File: config.mk
export PLATFORM = sky130hd
export DESIGN_NAME = spi_port
export DESIGN_NICKNAME = d
export VERILOG_FILES = /design/src/rtl/spi_port_pkg.sv /design/src/rtl/spi_port_dp.sv /design/src/rtl/spi_port_ctrl.sv /design/src/rtl/spi_port.sv
export SDC_FILE = /design/constraint.sdc
export NUM_CORES = 1
export LEC_CHECK = 0
export CAP_MARGIN = 15
export CORE_UTILIZATION = 49
export DETAILED_ROUTE_END_ITERATION = 6
export HOLD_SLACK_MARGIN = 0.1
export PLACE_DENSITY_LB_ADDON = 0.3
export REMOVE_ABC_BUFFERS = 1
export SLEW_MARGIN = 15
export SYNTH_ARGS = -nofsm -noshare
export SYNTH_HDL_FRONTEND = slang
export SYNTH_SLANG_ARGS = --single-unit
File: constraint.sdc
create_clock -name clk -period 2 [get_ports clk]
set_input_delay 0.3 -clock clk [delete_from_list [all_inputs] [get_ports clk]]
set_output_delay 0.3 -clock clk [all_outputs]
set_load 0.01 [all_outputs]
File: src/rtl/spi_port_pkg.sv
package spi_port_pkg;
  localparam int BYTE_W = 8;
  localparam int EDGE_W = $clog2(2 * BYTE_W);
  localparam int DIV_W  = 6;

  localparam logic [1:0] ADDR_CTRL = 2'd0;
  localparam logic [1:0] ADDR_STAT = 2'd1;
  localparam logic [1:0] ADDR_DATA = 2'd2;

  // strobes from control to the shift datapath
  typedef struct packed {
    logic load;     // take a new outgoing byte
    logic capture;  // leading edge: latch input bit, refresh delayed output bit
    logic shift;    // trailing edge: move one bit through the register
    logic finish;   // last trailing edge: publish received byte
  } engStrobe_t;

  // last count of the half-period divider for each rate code
  function automatic logic [DIV_W-1:0] halfLimit(input logic [1:0] rate);
    case (rate)
      2'b00:   halfLimit = DIV_W'(1);
      2'b01:   halfLimit = DIV_W'(7);
      2'b10:   halfLimit = DIV_W'(31);
      default: halfLimit = DIV_W'(63);
    endcase
  endfunction
endpackage

File: src/rtl/spi_port_dp.sv
module spi_port_dp
  import spi_port_pkg::*;
(
  input  logic              clk,
  input  logic              rst_n,
  input  engStrobe_t        stb,
  input  logic              lsbFirst,
  input  logic              cpha,
  input  logic              inBit,
  input  logic [BYTE_W-1:0] loadData,
  output logic              lineOut,
  output logic [BYTE_W-1:0] rxData
);
  logic [BYTE_W-1:0] shReg;
  logic [BYTE_W-1:0] shNext;
  logic              heldBit;
  logic              delayedOut;
  logic              outBit;
  logic              inSel;

  assign outBit  = lsbFirst ? shReg[0] : shReg[BYTE_W-1];
  assign inSel   = cpha ? inBit : heldBit;
  assign shNext  = lsbFirst ? {inSel, shReg[BYTE_W-1:1]} : {shReg[BYTE_W-2:0], inSel};
  assign lineOut = cpha ? delayedOut : outBit;

  always_ff @(posedge clk or negedge rst_n) begin
    if (!rst_n) begin
      shReg      <= '0;
      heldBit    <= 1'b0;
      delayedOut <= 1'b0;
      rxData     <= '0;
    end else begin
      if (stb.load) begin
        shReg <= loadData;
      end else if (stb.shift) begin
        shReg <= shNext;
      end
      if (stb.capture) begin
        heldBit    <= inBit;
        delayedOut <= outBit;
      end
      if (stb.finish) begin
        rxData <= shNext;
      end
    end
  end
endmodule

File: src/rtl/spi_port_ctrl.sv
module spi_port_ctrl
  import spi_port_pkg::*;
#(
  parameter int SYNC_N = 2
) (
  input  logic              clk,
  input  logic              rst_n,
  input  logic [1:0]        busAddr,
  input  logic              busWr,
  input  logic              busRd,
  input  logic [BYTE_W-1:0] busWdata,
  output logic [BYTE_W-1:0] busRdata,
  input  logic [BYTE_W-1:0] rxData,
  input  logic              serialIrqEn,
  output logic              irq,
  input  logic              sckIn,
  input  logic              mosiIn,
  input  logic              misoIn,
  input  logic              ssN,
  output logic [7:0]        ctrlReg,
  output logic              inBit,
  output engStrobe_t        stb,
  output logic              busy,
  output logic              doneFlag,
  output logic              collFlag,
  output logic              sckOut,
  output logic              sckOe,
  output logic              mosiOe,
  output logic              misoOe
);
  logic irqEn, portOn, lsbUnused, isMaster, cpol;
  logic [1:0] rate;
  assign irqEn     = ctrlReg[7];
  assign portOn    = ctrlReg[6];
  assign lsbUnused = ctrlReg[5];
  assign isMaster  = ctrlReg[4];
  assign cpol      = ctrlReg[3];
  assign rate      = ctrlReg[1:0];

  // input synchronizers for slave-side pins
  logic [SYNC_N-1:0] sckSy, ssSy, mosiSy;
  logic sckS, ssS, prevSck;
  assign sckS = sckSy[SYNC_N-1];
  assign ssS  = ssSy[SYNC_N-1];

  always_ff @(posedge clk or negedge rst_n) begin
    if (!rst_n) begin
      sckSy   <= '0;
      ssSy    <= '1;
      mosiSy  <= '0;
      prevSck <= 1'b0;
    end else begin
      sckSy   <= {sckSy[SYNC_N-2:0], sckIn};
      ssSy    <= {ssSy[SYNC_N-2:0], ssN};
      mosiSy  <= {mosiSy[SYNC_N-2:0], mosiIn};
      prevSck <= sckS;
    end
  end

  logic masterActive, slaveActive;
  assign masterActive = portOn & isMaster;
  assign slaveActive  = portOn & ~isMaster & ~ssS;
  assign inBit        = isMaster ? misoIn : mosiSy[SYNC_N-1];

  logic dataWr, dataRd, statRd, ctrlWr, dataAcc;
  assign dataWr  = busWr & (busAddr == ADDR_DATA);
  assign dataRd  = busRd & (busAddr == ADDR_DATA);
  assign statRd  = busRd & (busAddr == ADDR_STAT);
  assign ctrlWr  = busWr & (busAddr == ADDR_CTRL);
  assign dataAcc = dataWr | dataRd;

  // edge engine
  logic              runM, sckLvl;
  logic [DIV_W-1:0]  divCnt;
  logic [EDGE_W-1:0] edgeIdx;
  logic              mEdge, sEdge, edgeNow, startM, lastEdge;

  assign busy     = runM | (edgeIdx != '0);
  assign startM   = dataWr & ~busy & masterActive;
  assign mEdge    = runM & (divCnt == halfLimit(rate));
  assign sEdge    = slaveActive & (sckS != prevSck);
  assign edgeNow  = mEdge | sEdge;
  assign lastEdge = &edgeIdx;

  always_comb begin
    stb.load    = dataWr & ~busy;
    stb.capture = edgeNow & ~edgeIdx[0];
    stb.shift   = edgeNow & edgeIdx[0];
    stb.finish  = edgeNow & lastEdge;
  end

  always_ff @(posedge clk or negedge rst_n) begin
    if (!rst_n) begin
      runM    <= 1'b0;
      sckLvl  <= 1'b0;
      divCnt  <= '0;
      edgeIdx <= '0;
    end else if (!portOn) begin
      runM    <= 1'b0;
      sckLvl  <= 1'b0;
      divCnt  <= '0;
      edgeIdx <= '0;
    end else if (startM) begin
      runM    <= 1'b1;
      sckLvl  <= 1'b0;
      divCnt  <= '0;
      edgeIdx <= '0;
    end else if (runM) begin
      if (mEdge) begin
        divCnt  <= '0;
        sckLvl  <= ~sckLvl;
        edgeIdx <= edgeIdx + EDGE_W'(1);
        if (lastEdge) runM <= 1'b0;
      end else begin
        divCnt <= divCnt + DIV_W'(1);
      end
    end else if (!isMaster) begin
      if (ssS)        edgeIdx <= '0;
      else if (sEdge) edgeIdx <= edgeIdx + EDGE_W'(1);
    end
  end

  assign sckOut = cpol ^ sckLvl;
  assign sckOe  = masterActive;
  assign mosiOe = masterActive;
  assign misoOe = slaveActive;

  // registers and flags
  logic doneArm, collArm;
  always_ff @(posedge clk or negedge rst_n) begin
    if (!rst_n) begin
      ctrlReg  <= 8'h04;
      doneFlag <= 1'b0;
      collFlag <= 1'b0;
      doneArm  <= 1'b0;
      collArm  <= 1'b0;
    end else begin
      if (ctrlWr) ctrlReg <= busWdata;
      doneFlag <= stb.finish | (doneFlag & ~(dataAcc & doneArm));
      collFlag <= (dataWr & busy) | (collFlag & ~(dataAcc & collArm));
      if (statRd) begin
        doneArm <= doneFlag;
        collArm <= collFlag;
      end else if (dataAcc) begin
        doneArm <= 1'b0;
        collArm <= 1'b0;
      end
    end
  end

  assign irq = doneFlag & irqEn & serialIrqEn;

  always_comb begin
    case (busAddr)
      ADDR_CTRL: busRdata = ctrlReg;
      ADDR_STAT: busRdata = {doneFlag, collFlag, 6'b0};
      ADDR_DATA: busRdata = rxData;
      default:   busRdata = '0;
    endcase
  end

  logic unusedBits;
  assign unusedBits = lsbUnused;
endmodule

File: src/rtl/spi_port.sv
module spi_port
  import spi_port_pkg::*;
#(
  parameter int SYNC_N = 2
) (
  input  logic              clk,
  input  logic              rst_n,
  input  logic [1:0]        busAddr,
  input  logic              busWr,
  input  logic              busRd,
  input  logic [BYTE_W-1:0] busWdata,
  output logic [BYTE_W-1:0] busRdata,
  input  logic              serialIrqEn,
  output logic              irq,
  input  logic              sckIn,
  output logic              sckOut,
  output logic              sckOe,
  input  logic              mosiIn,
  output logic              mosiOut,
  output logic              mosiOe,
  input  logic              misoIn,
  output logic              misoOut,
  output logic              misoOe,
  input  logic              ssN
);
  logic [7:0]        ctrlReg;
  logic [BYTE_W-1:0] rxData;
  logic              inBit, busy, doneFlag, collFlag, lineOut;
  engStrobe_t        stb;

  spi_port_ctrl #(.SYNC_N(SYNC_N)) u_ctrl (
    .clk(clk), .rst_n(rst_n), .busAddr(busAddr), .busWr(busWr), .busRd(busRd),
    .busWdata(busWdata), .busRdata(busRdata), .rxData(rxData),
    .serialIrqEn(serialIrqEn), .irq(irq), .sckIn(sckIn), .mosiIn(mosiIn),
    .misoIn(misoIn), .ssN(ssN), .ctrlReg(ctrlReg), .inBit(inBit), .stb(stb),
    .busy(busy), .doneFlag(doneFlag), .collFlag(collFlag), .sckOut(sckOut),
    .sckOe(sckOe), .mosiOe(mosiOe), .misoOe(misoOe)
  );

  spi_port_dp u_dp (
    .clk(clk), .rst_n(rst_n), .stb(stb), .lsbFirst(ctrlReg[5]), .cpha(ctrlReg[2]),
    .inBit(inBit), .loadData(busWdata), .lineOut(lineOut), .rxData(rxData)
  );

  assign mosiOut = lineOut;
  assign misoOut = lineOut;
endmodule

; Yosys cells after proc, flatten, opt, wreduce, memory -nomap -nowiden
; Cells that the tools add are included.
[word_totals]
register_bits = 49
output_inout_bits = 15
elab_cells = 104
[classes]
add_sub_neg = 2
eq_ne = 11
muxes = 32
bitwise_logic = 34
reduce_logical = 8
[ops]
columns = op, n
row1 = 4-bit two-way mux, 7
row2 = 6-bit two-way mux, 4
row3 = 8-bit two-way mux, 3
row4 = 8-bit one-hot mux with 3 select lines, 1
row5 = 1-bit AND, 21
row6 = 6-bit one-hot mux with 3 select lines, 1
row7 = 1-bit two-way mux, 16
row8 = "4-bit != test, second input constant", 2
row9 = 1-bit inverter, 7
row10 = "6-bit by 1-bit adder with 6-bit output, second input constant", 1
row11 = 6-bit equality test, 1
row12 = "3-bit != test, second input constant", 2
row13 = "5-bit != test, second input constant", 1
row14 = 1-bit bitwise OR, 5
row15 = "4-bit by 1-bit adder with 4-bit output, second input constant", 1
row16 = "2-bit by 1-bit equality test with 1-bit output, second input constant", 2
row17 = "2-bit equality test, second input constant", 2
row18 = 2-bit logical NOT, 2
row19 = 4-bit AND reduction, 1
row20 = 2-bit nonzero test, 2
row21 = 4-bit nonzero test, 1
row22 = 3-bit AND reduction, 1
row23 = 2-bit AND reduction, 1
row24 = 1-bit != test, 1
row25 = 1-bit bitwise XOR, 1

; Depth between registers and ports, before layout
; Gate-level depths: netlist of the first run.
[depth]
depth_word = 10
ltp_mapped = 8
depth_no_buf = 7

; By module
; A second synthesis of the first run with hierarchy kept.
[unflattened]
hier_cells = 243
area_unflattened_um2 = 2566.2
[by_module_without_submodules]
columns = mod, n_inst, cells_per_inst, area_each_um2
row1 = spi_port_ctrl, 1, 164, 1685.4
row2 = spi_port_dp, 1, 78, 873.3
row3 = spi_port, 1, 1, 7.5

; Worst setup path after synthesis of the first run
; No wires, ideal clock.
[synth_timing]
kind = register to register
from = reg u_ctrl.edgeIdx[0]
to = reg u_dp.shReg[0]
t_arrival_ns = 1.785
t_required_ns = 1.860
slack_ns = 0.074
path_stages_with_launch = 8
n_path_buf = 1
synth_period_minus_slack_ns = 1.926
cell_sequence = dfrtp_1 -> inv_1 -> ha_1 -> nor4b_1 -> and3_1 -> clkbuf_1 -> a211o_1 -> o221ai_1
[synth_between]
elab_chain_len = 5
elab_cells_between_ends = 7
classes_between = mux (1) / bitwise (4) / reduce/logical (2)
[synth_rtl]
columns = element, line_no
row1 = from (decl), spi_port_ctrl.sv:75  ; logic [EDGE_W-1:0] edgeIdx;
row2 = from (signal assigned), spi_port_ctrl.sv:112  ; edgeIdx <= edgeIdx + EDGE_W'(1);
row3 = from (signal assigned), spi_port_ctrl.sv:119  ; else if (sEdge) edgeIdx <= edgeIdx + EDGE_W'(1);
row4 = 4-bit nonzero test, spi_port_ctrl.sv:78  ; assign busy = runM | (edgeIdx != '0);
row5 = 1-bit bitwise OR, spi_port_ctrl.sv:78
row6 = 1-bit inverter, spi_port_ctrl.sv:86  ; stb.load = dataWr & ~busy;
row7 = 1-bit AND, spi_port_ctrl.sv:86
row8 = 8-bit two-way mux or 2-bit nonzero test (tied branches), --
row9 = to (signal assigned), spi_port_dp.sv:34  ; shReg <= loadData;
row10 = to (signal assigned), spi_port_dp.sv:36  ; shReg <= shNext;
row11 = to (decl), spi_port_dp.sv:14  ; logic [BYTE_W-1:0] shReg;
; Parallel ways exist; a longest one is shown, timed or not.
; A chain may end at the register's enable or synchronous reset.

; Worst setup path in the final report of the first run
[layout_timing]
from = in busAddr[1]
to = out busRdata[5]
[layout_between]
elab_chain_len = 2
elab_cells_between_ends = 4
classes_between = eq/ne (2) / mux (1) / reduce/logical (1)
[layout_rtl]
columns = element, line_no
row1 = from (decl), spi_port.sv:8  ; input logic [1:0] busAddr,
row2 = "2-bit equality test, or another cell as far along", spi_port_ctrl.sv:154  ; case (busAddr)
row3 = 8-bit one-hot mux with 3 select lines *, spi_port_ctrl.sv:154
row4 = to (decl), spi_port.sv:12  ; output logic [BYTE_W-1:0] busRdata,
; Every way passes the cells marked *; elsewhere a longest branch is shown, timed or not.

==> results of run 1 <==
cells by family (layout without fill, tap and decap cells):
group / count (synthesis) / after routing / synth area share, %
AND/OR/NAND/NOR: 74 / 74 / 14.5
XOR/XNOR: 7 / 7 / 2.45
AO/OA/AOI/OAI: 46 / 46 / 13.5
buffers and inverters: 32 / 94 / 5.64
flip-flops: 49 / 49 / 49.1
multiplexers: 32 / 32 / 13.3
adder cells (fa/ha/maj): 3 / 3 / 1.50
worst max-delay path: stages:
cell,delay (ns)
sky130_fd_sc_hd__clkdlybuf4s50_1,0.49
sky130_fd_sc_hd__buf_6,0.12
sky130_fd_sc_hd__mux2i_1,0.17
sky130_fd_sc_hd__nor2_1,0.05
sky130_fd_sc_hd__clkdlybuf4s50_1,0.47
synth_stat cells (2+ instances only):
cell type | n | area (sq um)
sky130_fd_sc_hd__mux2i_1 | 22 | 220
sky130_fd_sc_hd__nor3_1 | 2 | 10.0
sky130_fd_sc_hd__nand2_1 | 27 | 101
sky130_fd_sc_hd__a22o_1 | 2 | 17.5
sky130_fd_sc_hd__o221ai_1 | 8 | 70.1
sky130_fd_sc_hd__o2bb2ai_1 | 2 | 17.5
sky130_fd_sc_hd__buf_1 | 3 | 11.3
sky130_fd_sc_hd__o21ai_0 | 11 | 55.1
sky130_fd_sc_hd__a21o_1 | 2 | 15.0
sky130_fd_sc_hd__dfrtp_1 | 46 | 1150
sky130_fd_sc_hd__buf_2 | 2 | 10.0
sky130_fd_sc_hd__a211o_1 | 3 | 26.3
sky130_fd_sc_hd__and3_1 | 4 | 25.0
sky130_fd_sc_hd__inv_1 | 21 | 78.8
sky130_fd_sc_hd__nor3b_1 | 2 | 15.0
sky130_fd_sc_hd__nor2b_1 | 5 | 31.3
sky130_fd_sc_hd__dfstp_2 | 3 | 78.8
sky130_fd_sc_hd__clkbuf_1 | 2 | 7.51
sky130_fd_sc_hd__buf_4 | 3 | 22.5
sky130_fd_sc_hd__xor2_1 | 6 | 52.6
sky130_fd_sc_hd__nand3_1 | 7 | 35.0
sky130_fd_sc_hd__nor2_1 | 14 | 52.6
sky130_fd_sc_hd__ha_1 | 3 | 37.5
sky130_fd_sc_hd__a21oi_1 | 10 | 50.1
sky130_fd_sc_hd__nand4_1 | 3 | 18.8
sky130_fd_sc_hd__nand2b_1 | 2 | 12.5
sky130_fd_sc_hd__mux2_2 | 10 | 113
sky130_fd_sc_hd__or3_1 | 3 | 18.8
layout make-up:
type                            instances  share of cell area (%)
Clock buffer                            5                    2.13
Multi-Input combinational cell        162                    35.8
Clock inverter                          3                   0.542
Sequential cell                        49                    38.1
Tap cell                               67                    2.59
Timing Repair Buffer                   65                    18.5
Inverter                               21                    2.44
layer usage:
layer | global-route usage [%] | up-vias | wire, um
met5 | 0 | - | 0
met4 | 7.05 | 0 | 65
met3 | 3.70 | 8 | 215
met2 | 36.8 | 38 | 2500
met1 | 30.8 | 948 | 2560
li1 | - | 963 | -
power by group through the flow:
stage               clock network (uW)  logic, uW  registers [uW]
floorplan                            0        422            1280
global placement                     0        757            1290
detailed placement                   0        774            1290
CTS                                584        778            1280
global route                       626        866            1300
finish                             571        786            1280
what timing repair did:
action	4_1_cts	5_1_grt
resized for setup	11	7
endpoints found under the hold margin	17	0
endpoints found under the setup margin	10	25
hold buffers	1	0
setup buffers	0	4
pin swaps	0	0
flip-flops by register name, indices dropped and copies added, names as in the netlist, 2 cells and up:
name and flops:
u_ctrl.ctrlReg 8, u_dp.rxData 8, u_dp.shReg 8, u_ctrl.divCnt 6, u_ctrl.edgeIdx 4, u_ctrl.mosiSy 2
u_ctrl.sckSy 2, u_ctrl.ssSy 2
worst max path at each step:
stage	from	end	cells after the start
floorplan	u_ctrl.ctrlReg[0]	u_dp.rxData[0]	5
global placement	busAddr[0]	busRdata[6]	5
detailed placement	busAddr[0]	busRdata[6]	5
CTS	u_ctrl.ctrlReg[2]	misoOut	3
global route	u_ctrl.edgeIdx[0]	u_dp.shReg[4]	9
finish	busAddr[1]	busRdata[5]	5
through the flow:
stage               worst slack [ns]  setup TNS (ns)  instances  cell area, sq um
finish                        0.0970               0        372              3230
detailed placement            -0.114          -0.842        359              3070
global route                  0.0111               0        372              3230
floorplan                     -0.246           -2.09        232              2440
CTS                          0.00679               0        368              3170
global placement             -0.0854          -0.278        359              3070
==> impl_metrics.tcl, run 1 <==
set metrics [dict create \
    outcome "finished, final reports clean" \
    globalRouteOverflowTotal 0 \
    insertion_delay_ns 0.30 \
    initial_utilization_pct 52.0 \
    finalCoreUtilization_pct 67.1 \
    synth_area_per_cell_sq_um 10.3 \
    setup.worst_path.class "in -> out" \
    floorplan.core_area_sq_um 4820 \
    cts-root-buf "sky130_fd_sc_hd__clkbuf_8" \
    hp-class "reg -> reg" \
    ys.flop_type "sky130_fd_sc_hd__dfrtp_1" \
    async_reset_ff_share_pct 100 \
    finalMaxSlewViolations 0 \
    synthDistinctLibCells 43 \
    insertedDiodeCount 0 \
    drt-vias-per-instance 5.26 \
    num_vias 1957 \
    period_needed_ns 1.90 \
    powerDensity_nw_per_um2 815 \
    number_of_placed_i_o_pins 34 \
    mostFrequentLayoutCell "sky130_fd_sc_hd__dfrtp_1" \
    finish.net_count 326 \
    port_buffer_count 33 \
    detailed_place_hpwl_mm 4.03 \
    yosysWarnings 0 \
    first_global_vias 1983 \
    routabilityCongestion 0.875 \
    rsz0062_at_grt "no" \
    synth_edf_count 0 \
    synth-seq-cells 49 \
    hp-start "u_ctrl.mosiSy[0]" \
    rr_endpoint "u_ctrl.edgeIdx[2]" \
    switchingPower_uw 833 \
    cts_htree_levels 2 \
    worst-r2r-cell-count 6 \
    path_max_fanout 4 \
    r2r_setup_slack_ns 0.1 \
    remaining_drc_errors 0 \
    ant_nets 0 \
    drt-pass1-iter-count 4 \
    avgRoutedWirePerCell_um 14.3 \
    tightestPinTransition_ns 0.495 \
    power.share.sequential_pct 48.5 \
    number_of_antenna_violations_at_the_first_check_in_global_routing 0 \
    routed_wirelength_mm 5.34 \
    multi_input_logic_area_sq_um 1160 \
    grt_max_degree 30 \
    max_slew_margin_pct 67.0 \
    clock_tree_from_tritoncts "done" \
    worst_hold_path.endpoint "u_ctrl.mosiSy[1]" \
    maxCapViolations 0 \
    power.static_leakage_uw 0.00149 \
    placement_row_count 25 \
    mostFrequentLayoutCells "45 x sky130_fd_sc_hd__dfrtp_1, 28 x sky130_fd_sc_hd__buf_4, 27 x sky130_fd_sc_hd__nand2_1, 23 x sky130_fd_sc_hd__clkdlybuf4s50_1, 22 x sky130_fd_sc_hd__mux2i_1" \
    worst_setup_hold_path_clk_slew_ns 0.08 \
    numClockSinks 49 \
    p_total_uw 2640 \
    hold_violations 0 \
    worstSetupStartpointType "primary input" \
    layout-drive-gt1-share_pct 21.3 \
    clockPowerShare_pct 21.7 \
    max_freq_ghz 0.525 \
    drt-initial-drc-count 125 \
    worst-endpoint-required_ns 1.70 \
    max-clock-path-buffers 2 \
    p_int_uw 1800 \
    synth_cells 243 \
    mappedNetlistArea_sq_um 2500 \
    vdd_ir_drop_max_uv 522 \
    final-setup-viol-count 0 \
    p_r_area_growth_vs_syn_pct 29.1 \
    grt_pass1_wl_mm 9.15 \
    fillCellCount 406 \
    die_w_um 73.5 \
    grt_use_total_pct 22.5 \
    synth.yosys.seq_area_share_pct 49.1 \
    power.combinational.fraction_pct 29.8 \
    power.switching_fraction_pct 31.6 \
    min_path_cells 0 \
    clock_buffers_created_by_tritoncts 5 \
    fin_skew_ns 0.00991 \
    arr_time_crit_path_ns 1.60 \
    final_layout_worst_hold_slack_ns 0.358 \
    critPathCaptureType "output port" \
    die_h_um 73.5 \
    r2r_start "u_ctrl.divCnt[4]" \
    final-seq-area_sq_um 1230 \
    design.die.area_sq_um 5400 \
    final.period_utilization_pct 95.1 \
]
(Power assumes the default switching activity.)
==> run 2: changes to the inputs <==
==> constraint.sdc (replaced) <==
create_clock -name clk -period 2 [get_ports clk]
set_input_delay 0.3 -clock clk [delete_from_list [all_inputs] [get_ports clk]]
set_output_delay 0.3 -clock clk [all_outputs]
set_load 0.005 [all_outputs]
==> run 2 against run 1 <==
  * First-iteration DRC count fell by 34%
  * Global-route usage increased by 0.22 points
  * Non-clock buffer count up 4
  * Utilization increased by 1.1 points
  * Combinational power rose by 0.5%
  * Sequential share of layout area down 0.59 points
  * Die area did not move
  * Sequential cell count did not move
  * Cell count up 1.1%
  * Largest power group unchanged
==> impl_metrics.tcl, run 2 (synthesis gave the netlist of run 1 again) <==
set metrics [dict create \
    insertion_delay_ns 0.30 \
    final.setup.tns_ns 0 \
    p_int_uw 1900 \
    fin_skew_ns 0.00438 \
    hp-class "reg -> reg" \
    number_of_placed_i_o_pins 34 \
    max_freq_ghz 0.516 \
    floorplan.core_area_sq_um 4820 \
    final-instance-count-excl-fill 376 \
    dpl_worst_slack_ns -0.0648 \
    grt_use_total_pct 22.8 \
    maxCapViolations 0 \
    routabilityCongestion 0.848 \
    power.share.sequential_pct 47.4 \
    worstSetupStartpointType "flop" \
    avgRoutedWirePerCell_um 14.4 \
    drt-vias-per-instance 5.24 \
    finalInstanceArea_sq_um 3290 \
    drt-pass1-iter-count 4 \
    globalRouteOverflowTotal 0 \
    outcome "finished, final reports clean" \
    port_buffer_count 33 \
    power.switching_fraction_pct 29.9 \
    drt-initial-drc-count 83 \
    worst-endpoint-required_ns 1.70 \
    mostFrequentLayoutCell "sky130_fd_sc_hd__dfrtp_1" \
    powerDensity_nw_per_um2 824 \
    clock_tree_from_tritoncts "done" \
    clockPowerShare_pct 23.5 \
    power.combinational.fraction_pct 29.2 \
    max_slew_margin_pct 66.7 \
    mostFrequentLayoutCells "44 x sky130_fd_sc_hd__dfrtp_1, 32 x sky130_fd_sc_hd__buf_4, 27 x sky130_fd_sc_hd__nand2_1, 27 x sky130_fd_sc_hd__clkdlybuf4s50_1" \
    design.die.area_sq_um 5400 \
    die_h_um 73.5 \
    p_total_uw 2710 \
    number_of_antenna_violations_at_the_first_check_in_global_routing 0 \
    placement_row_count 25 \
    final.setup.worst_slack_ns 0.0603 \
    r2r_setup_slack_ns 0.12 \
    tightestPinTransition_ns 0.499 \
    clock_buffers_created_by_tritoncts 5 \
    grt_pass1_wl_mm 9.16 \
    setup.worst_path.class "reg -> out" \
    finish.net_count 330 \
    cts-root-buf "sky130_fd_sc_hd__clkbuf_8" \
    routed_wirelength_mm 5.41 \
    vdd_ir_drop_max_uv 860 \
    num_vias 1969 \
    numClockSinks 49 \
    layout-drive-gt1-share_pct 22.7 \
    period_needed_ns 1.94 \
    power.static_leakage_uw 0.00150 \
    min_path_cells 0 \
    initial_utilization_pct 52.0 \
    first_global_vias 1959 \
    final.period_utilization_pct 97.0 \
    switchingPower_uw 810 \
    placedInstanceArea_sq_um 3100 \
    detailed_place_hpwl_mm 3.92 \
    insertedDiodeCount 0 \
    worst_setup_hold_path_clk_slew_ns 0.08 \
    grt_max_degree 29 \
    cts_htree_levels 2 \
    remaining_drc_errors 0 \
    max-clock-path-buffers 2 \
    finalMaxSlewViolations 0 \
    arr_time_crit_path_ns 1.64 \
    p_r_area_growth_vs_syn_pct 31.2 \
    hold_violations 0 \
    critPathCaptureType "output port" \
    path_max_fanout 4 \
    worst-r2r-cell-count 5 \
    final-setup-viol-count 0 \
    ant_nets 0 \
    reg.largest.list "u_ctrl.ctrlReg: 8 flops, u_dp.rxData: 8 flops, u_dp.shReg: 8 flops" \
    dpl.cell_count 363 \
    die_w_um 73.5 \
]
-- run 2: cell types whose count changed in the layout (fill, tap and decap cells not counted), sizes merged, moves of 2 or more --
cell,delta
clkbuf,+2
clkdlybuf4s50,+4
buf,+4
dlygate4sd2,-3
-- run 2: worst max-delay path, stage by stage, from the launching register on --
cell	delay, ns
sky130_fd_sc_hd__dfstp_2	0.56
sky130_fd_sc_hd__inv_1	0.07
sky130_fd_sc_hd__mux2_2	0.28
sky130_fd_sc_hd__clkdlybuf4s50_1	0.44
-- run 2: final cells by class --
cell class              instances  area (sq um)
fillers                       405          1530
flip-flops and latches         49          1230
multi-input cells             162          1170
repair buffers                 69           619
clock buffers                   7          96.3
well taps                      67          83.8
inverters                      21          78.8
clock inverters                 1          5.00
-- run 2: power groups by stage --
stage	Sequential (uW)	Clock, uW	Combinational (uW)
3_3_place_gp	1290	0	753
6_report	1280	636	790
2_1_floorplan	1280	0	402
5_1_grt	1300	678	876
3_5_place_dp	1300	0	761
4_1_cts	1280	648	768
-- run 2: stage by stage --
stage / hold slack [ns] / util, %
global placement: 0.295 / 64.3
CTS: 0.357 / 67.0
floorplan: 0.00441 / -
detailed placement: 0.296 / 64.3
global route: 0.361 / 68.2
finish: 0.354 / 68.2
-- run 2: per-layer routing --
| layer | track usage, % | vias up | wire, um | part of all wire, % |
|---|---|---|---|---|
| met5 | 0 | - | 0 | 0 |
| met3 | 3.84 | 5 | 220 | 4.1 |
| met2 | 36.5 | 43 | 2530 | 47 |
| met1 | 31.1 | 946 | 2600 | 48 |
| met4 | 8.33 | 0 | 62 | 1.1 |
| li1 | - | 975 | - | - |
-- run 2: path summary, 6_finish.rpt --
kind,end,from
worst min register to register,u_ctrl.mosiSy[1],u_ctrl.mosiSy[0]
worst max-delay path,mosiOut,u_ctrl.ctrlReg[2]
worst min-delay path,u_ctrl.mosiSy[1],u_ctrl.mosiSy[0]
min in group asynchronous,u_dp.delayedOut,rst_n
max in group asynchronous,u_ctrl.ctrlReg[2],rst_n
worst max register to register,u_dp.delayedOut,u_ctrl.divCnt[4]
-- run 2: what timing repair did --
action,CTS,global route
endpoints found under the hold margin,19,0
endpoints found under the setup margin,20,23
setup buffers,1,3
hold buffers,1,0
gates resized for setup,7,10
==> run 3: changes to the inputs <==
Settings changed: CTS_CLUSTER_DIAMETER set to 50.
==> results of run 3 <==
The final DEF is identical to that of run 2; final timing and power are the same.
